## src/rtl/ctl_pkg.sv

```systemverilog
package ctl_pkg;
  localparam int TEST_W   = 2;
  localparam int CMD_W    = 4;
  localparam int RATE_W   = 2;
  localparam int DATA_W   = TEST_W + CMD_W + RATE_W;
  localparam int TEST_LSB = 0;
  localparam int CMD_LSB  = TEST_LSB + TEST_W;
  localparam int RATE_LSB = CMD_LSB + CMD_W;

  localparam logic [CMD_W-1:0] OP_LOAD     = 4'b0000;
  localparam logic [CMD_W-1:0] OP_IC_OFF   = 4'b0100;
  localparam logic [CMD_W-1:0] OP_IC_ON    = 4'b0110;
  localparam logic [CMD_W-1:0] OP_DC_OFF   = 4'b0101;
  localparam logic [CMD_W-1:0] OP_DC_ON    = 4'b0111;
  localparam logic [CMD_W-1:0] OP_TMR_ACK  = 4'b1000;
  localparam logic [CMD_W-1:0] OP_TMR_LVL  = 4'b1010;
  localparam logic [CMD_W-1:0] OP_TMR_OFF  = 4'b1100;
  localparam logic [CMD_W-1:0] OP_TMR_EDGE = 4'b1110;

  typedef enum logic [1:0] {
    TMR_OFF   = 2'b00,
    TMR_LEVEL = 2'b01,
    TMR_EDGE  = 2'b10
  } tmr_mode_e;

  typedef struct packed {
    logic load_fields;
    logic ic_on;
    logic ic_off;
    logic dc_on;
    logic dc_off;
    logic tmr_ack;
    logic tmr_lvl;
    logic tmr_edge;
    logic tmr_off;
  } ctl_act_t;
endpackage

```

## src/rtl/ctl_rst_sync.sv

```systemverilog
module ctl_rst_sync #(
  parameter int SYNC_STAGES = 2
) (
  input  logic clk,
  input  logic rst_n,
  output logic rst_q_n
);
  logic [SYNC_STAGES-1:0] chain_q;
  logic [SYNC_STAGES-1:0] chain_d;

  always_comb begin
    chain_d = {chain_q[SYNC_STAGES-2:0], 1'b1};
  end

  always_ff @(posedge clk or negedge rst_n) begin
    if (!rst_n) chain_q <= '0;
    else        chain_q <= chain_d;
  end

  assign rst_q_n = chain_q[SYNC_STAGES-1];
endmodule

```

## src/rtl/ctl_cmd_decode.sv

```systemverilog
module ctl_cmd_decode
  import ctl_pkg::*;
(
  input  logic             wr_en,
  input  logic [CMD_W-1:0] cmd,
  output ctl_act_t         act
);
  always_comb begin
    act = '0;
    if (wr_en) begin
      case (cmd)
        OP_LOAD:     act.load_fields = 1'b1;
        OP_IC_ON:    act.ic_on       = 1'b1;
        OP_IC_OFF:   act.ic_off      = 1'b1;
        OP_DC_ON:    act.dc_on       = 1'b1;
        OP_DC_OFF:   act.dc_off      = 1'b1;
        OP_TMR_ACK:  act.tmr_ack     = 1'b1;
        OP_TMR_LVL:  act.tmr_lvl     = 1'b1;
        OP_TMR_EDGE: act.tmr_edge    = 1'b1;
        OP_TMR_OFF:  act.tmr_off     = 1'b1;
        default:     act = '0;
      endcase
    end
  end
endmodule

```

## src/rtl/ctl_flag_bank.sv

```systemverilog
module ctl_flag_bank
  import ctl_pkg::*;
(
  input  logic      clk,
  input  logic      rst_n,
  input  ctl_act_t  act,
  output logic      ic_q,
  output logic      dc_q,
  output tmr_mode_e mode_q
);
  logic      ic_d, dc_d, ic_en, dc_en, mode_en;
  tmr_mode_e mode_d;

  always_comb begin
    ic_en   = act.ic_on | act.ic_off;
    dc_en   = act.dc_on | act.dc_off;
    mode_en = act.tmr_lvl | act.tmr_edge | act.tmr_off;
    ic_d    = act.ic_on;
    dc_d    = act.dc_on;
    if (act.tmr_lvl)       mode_d = TMR_LEVEL;
    else if (act.tmr_edge) mode_d = TMR_EDGE;
    else                   mode_d = TMR_OFF;
  end

  always_ff @(posedge clk or negedge rst_n) begin
    if (!rst_n) begin
      ic_q   <= 1'b0;
      dc_q   <= 1'b0;
      mode_q <= TMR_OFF;
    end else begin
      if (ic_en)   ic_q   <= ic_d;
      if (dc_en)   dc_q   <= dc_d;
      if (mode_en) mode_q <= mode_d;
    end
  end


  act_onehot_chk: assert property (@(posedge clk) disable iff (!rst_n)
    $onehot0(act));

  ic_on_chk: assert property (@(posedge clk) disable iff (!rst_n)
    act.ic_on |=> ic_q);

  ic_off_chk: assert property (@(posedge clk) disable iff (!rst_n)
    act.ic_off |=> !ic_q);

  dc_on_chk: assert property (@(posedge clk) disable iff (!rst_n)
    act.dc_on |=> dc_q);

  tmr_edge_chk: assert property (@(posedge clk) disable iff (!rst_n)
    act.tmr_edge |=> mode_q == TMR_EDGE);

  flags_idle_chk: assert property (@(posedge clk) disable iff (!rst_n)
    !(ic_en | dc_en | mode_en) |=> $stable(ic_q) && $stable(dc_q) && $stable(mode_q));
endmodule

```

## src/rtl/ctl_field_store.sv

```systemverilog
module ctl_field_store
  import ctl_pkg::*;
(
  input  logic              clk,
  input  logic              rst_n,
  input  logic              load,
  input  logic              masked,
  input  logic [TEST_W-1:0] test_in,
  input  logic [RATE_W-1:0] rate_in,
  output logic [TEST_W-1:0] test_q,
  output logic [RATE_W-1:0] rate_q
);
  logic [TEST_W-1:0] test_d;
  logic [RATE_W-1:0] rate_d;

  always_comb begin
    test_d = load ? test_in : test_q;
    rate_d = load ? rate_in : rate_q;
  end

  always_ff @(posedge clk or negedge rst_n) begin
    if (!rst_n) begin
      test_q <= '0;
      rate_q <= '0;
    end else if (load) begin
      test_q <= test_d;
      rate_q <= rate_d;
    end
  end


  fields_masked_chk: assert property (@(posedge clk) disable iff (!rst_n)
    masked |=> $stable(test_q) && $stable(rate_q));

  fields_load_chk: assert property (@(posedge clk) disable iff (!rst_n)
    load |=> test_q == $past(test_in) && rate_q == $past(rate_in));
endmodule

```

## src/rtl/ctl_byte_reg.sv

```systemverilog
module ctl_byte_reg
  import ctl_pkg::*;
#(
  parameter int SYNC_STAGES = 2
) (
  input  logic              clk,
  input  logic              rst_n,
  input  logic              wr_en,
  input  logic [DATA_W-1:0] wr_data,
  output logic              icache_en,
  output logic              dcache_en,
  output logic [1:0]        tmr_mode,
  output logic              tmr_ack,
  output logic [TEST_W-1:0] test_bits,
  output logic [RATE_W-1:0] refresh_lo
);
  logic             rst_q_n;
  logic [CMD_W-1:0] cmd;
  ctl_act_t         act;
  tmr_mode_e        mode_q;
  logic             masked;

  assign cmd    = wr_data[CMD_LSB +: CMD_W];
  assign masked = wr_en & (|cmd);

  ctl_rst_sync #(.SYNC_STAGES(SYNC_STAGES)) u_rst (
    .clk(clk), .rst_n(rst_n), .rst_q_n(rst_q_n));

  ctl_cmd_decode u_dec (.wr_en(wr_en), .cmd(cmd), .act(act));

  ctl_flag_bank u_flags (
    .clk(clk), .rst_n(rst_q_n), .act(act),
    .ic_q(icache_en), .dc_q(dcache_en), .mode_q(mode_q));

  ctl_field_store u_fields (
    .clk(clk), .rst_n(rst_q_n), .load(act.load_fields), .masked(masked),
    .test_in(wr_data[TEST_LSB +: TEST_W]), .rate_in(wr_data[RATE_LSB +: RATE_W]),
    .test_q(test_bits), .rate_q(refresh_lo));

  assign tmr_mode = mode_q;
  assign tmr_ack  = act.tmr_ack & rst_q_n;


  ack_source_chk: assert property (@(posedge clk) disable iff (!rst_q_n)
    tmr_ack |-> wr_en && wr_data[CMD_LSB +: CMD_W] == OP_TMR_ACK);

  ack_no_state_chk: assert property (@(posedge clk) disable iff (!rst_q_n)
    tmr_ack |=> $stable(icache_en) && $stable(dcache_en) && $stable(tmr_mode)
                && $stable(test_bits) && $stable(refresh_lo));
endmodule

```

## config.mk

```make
export PLATFORM = sky130hd
export DESIGN_NAME = ctl_byte_reg
export DESIGN_NICKNAME = d
export VERILOG_FILES = /design/src/rtl/ctl_pkg.sv /design/src/rtl/ctl_rst_sync.sv /design/src/rtl/ctl_cmd_decode.sv /design/src/rtl/ctl_flag_bank.sv /design/src/rtl/ctl_field_store.sv /design/src/rtl/ctl_byte_reg.sv
export SDC_FILE = /design/constraint.sdc
export NUM_CORES = 1
export LEC_CHECK = 0
export BUFFER_PORTS_ARGS = -buffer_cell sky130_fd_sc_hd__clkbuf_2
export CORE_AREA = 2 2 39 41
export CTS_CLUSTER_DIAMETER = 60
export CTS_CLUSTER_SIZE = 16
export DETAILED_ROUTE_END_ITERATION = 10
export DIE_AREA = 0 0 41 43
export PLACE_DENSITY = 0.57
export SYNTH_ARGS = -nofsm -noshare
export SYNTH_HDL_FRONTEND = slang
export SYNTH_SLANG_ARGS = --single-unit
```

## constraint.sdc

```tcl
create_clock -name clk -period 1 [get_ports clk]
set_input_delay 0.2 -clock clk [delete_from_list [all_inputs] [get_ports clk]]
set_output_delay 0.2 -clock clk [all_outputs]
set_load 0.005 [all_outputs]
```

==> impl_metrics.tcl <==
set metrics [dict create \
    worstSkewPairLatency_ps 260 \
    ant_nets 0 \
    syn_inst 29 \
    layout_setup_ws_ps -168.2 \
    violations "setup timing" \
    grt_pass1_vias 330 \
    syn_avg_cell_area_um2 14.28 \
    grt_pass1_wl_um 1297 \
    io_buffers 19 \
    crit_start "u_rst.chain_q[1]$_DFF_PN0_" \
    worstSetupEndpoint "tmr_ack" \
    cp-end-kind "output port" \
    dp_slack_ps -228.9 \
    antenna_found_initial 0 \
    area_growth_pct 58.01 \
    ys_ff_latch 10 \
    hpwl_um 687.4 \
    synth_top_family_by_area "simple AND/OR/NAND/NOR gates" \
    grt_usage_pct 11.41 \
    viasPerCell 4.423 \
    core_um2 1384 \
    synth_top_area_share_pct 60.42 \
    grt_overflow_total 0 \
    outcome "finished, violations left" \
    instances_no_fill 78 \
    ys_top_cells_by_area "dfrtp_1 60%, mux2_2 16%, nor4_4 5.1%" \
    dr_total_vias 345 \
    crit_fanout 2 \
    yosysTopAreaCell "dfrtp_1" \
    syn-cell-area_um2 414.1 \
    worst-setup-path-type "reg2out" \
    cts_buffers 3 \
    finalSetupViolCount 1 \
    synth_fa_ha_area_share_pct 0 \
    reg2reg_depth 2 \
    drt-total-wl_um 799 \
    pin_count 20 \
    drtIter0Drc 6 \
    r2r_slack_ps 120 \
    yosys.area_share.simple_pct 16.92 \
    grt_max_degree 9 \
    cts.htree.levels 1 \
    drive_above_1_share_pct 66.13 \
    synth_xor_area_share_pct 0 \
    synth_compound_area_share_pct 5.438 \
    initial_core_util_pct 29.93 \
    min_period_ps 1168 \
    finClkSkew_ps 2.354 \
    power_density_nw_per_um2 1700 \
    ys_seq_area_share_pct 60.42 \
    cts_tree "yes" \
    drc 0 \
    final_common_cell "clkbuf_2" \
    cts_root_buf "clkbuf_4" \
    die_area_um2 1763 \
    fin_crit_sh_pct 116.8 \
    rsz0062_at_grt "true" \
    yosys_warnings 0 \
    worstPathRequired_ps 800 \
    max_freq_ghz 0.8560 \
    die_h_um 43 \
    fin_nets 74 \
    synth_fp_nets 40 \
    post-route-util_pct 47.29 \
    drv_slew 0 \
    fp-row-count 14 \
    synth_mux_area_share_pct 16.31 \
    dp_cells 72 \
    die_w_um 41 \
    cts_sinks 10 \
    max_cap_viol_count 0 \
    clk_path_buf_depth 2 \
    cp.arrival_ps 970 \
    drt-wirelength-per-cell_um 10.24 \
    gp_congestion 0.6257 \
    ir_worst_vdd_uv 830.7 \
    p_leak_nw 0.3422 \
    final_cell_mix "18 x clkbuf_2, 10 x dfrtp_1, 9 x buf_4" \
    antenna_cells 0 \
    cp-start-kind "register" \
    reg2reg_from "u_fields.rate_q[1]$_DFFE_PN0P_" \
    reg2reg_to "u_fields.rate_q[1]$_DFFE_PN0P_" \
    clk_pin_slew_ps 70 \
    firstDrtPassIters 2 \
    hold_viol 0 \
    hp-class "reg2async" \
    synth_cell_types 14 \
]
==> logic make-up after synthesis <==
kind of cell     Yosys count
other                      1
multiplexers               6
AND/OR/NAND/NOR            8
AO/OA/AOI/OAI              4
flip-flops                10
==> sequential cells by signal, indices dropped and copies added (netlist names) <==
signal and cells:
u_fields.test_q 2, u_flags.mode_q 2, u_rst.chain_q 2, u_flags.dc_q 1
u_fields.rate_q 2, u_flags.ic_q 1
==> area by class of cell <==
cell class                      instances  area (µm²)
Timing Repair Buffer                   29       172.7
Sequential cell                        10       250.2
Clock buffer                            4       36.28
Fill cell                             141       729.5
Multi-Input combinational cell         19       175.2
Tap cell                               16       20.02
==> where the power goes <==
part | total [W] | leakage (nW) | switching [W] | internal [W]
clock network | 0.000356 | 0.0210 | 0.000135 | 0.000221
logic | 0.000243 | 0.200 | 0.0000893 | 0.000153
registers | 0.000514 | 0.121 | 0.0000360 | 0.000478
==> worst max-delay path, cell delays in order (launching register included) <==
cell,delay (ps)
dfrtp_1,350
nand2_1,50
nor4_1,160
buf_2,150
==> timing repair <==
action / CTS / global route
setup buffers: 0 / 1
hold buffers: 1 / 0
endpoints found under the setup margin: 1 / 4
cloned: 0 / 0
endpoints found under the hold margin: 2 / 0
gates resized for setup: 0 / 1
==> stage by stage <==
stage                      power, W  area (µm²)  setup TNS (ps)  hold slack (ps)
after floorplan           0.0006120       425.4          -173.8           -95.59
after global placement    0.0007488       600.6           -1383           -12.24
after detailed placement  0.0007530       600.6           -1406           -12.14
after CTS                  0.001124       646.9          -213.2            158.4
after global routing       0.001190       654.4          -253.9            154.4
final                      0.001113       654.4          -168.2            166.1
==> layer usage <==
| layer | share of wire, % | track usage [%] |
|---|---|---|
| met2 | 49 | 15.94 |
| met4 | 0 | 6.000 |
| met1 | 46 | 12.46 |
| met3 | 4.5 | 7.853 |
| met5 | 0 | 0 |
==> how the worst min path moves through the flow <==
stage | endpoint | slack [ps] | from
floorplan | u_rst.chain_q[0]$_DFF_PN0_ | -100 | rst_n
global placement | u_rst.chain_q[0]$_DFF_PN0_ | -10 | rst_n
detailed placement | u_rst.chain_q[0]$_DFF_PN0_ | -10 | rst_n
CTS | u_fields.test_q[0]$_DFFE_PN0P_ | 160 | wr_data[0]
global route | u_fields.test_q[0]$_DFFE_PN0P_ | 150 | wr_data[0]
finish | u_fields.test_q[1]$_DFFE_PN0P_ | 170 | u_rst.chain_q[1]$_DFF_PN0_
==> Yosys cell counts <==
cell type,instances
nor4_1,1
nand2_1,1
nand4b_1,1
and3b_1,1
mux2_2,6
nor3b_1,1
and3_2,1
a21o_1,1
nor4_4,1
conb_1,1
o21ai_0,1
dfrtp_1,10
a21oi_1,2
nand2b_1,1
Note: power is estimated with default switching activity, not from simulation.
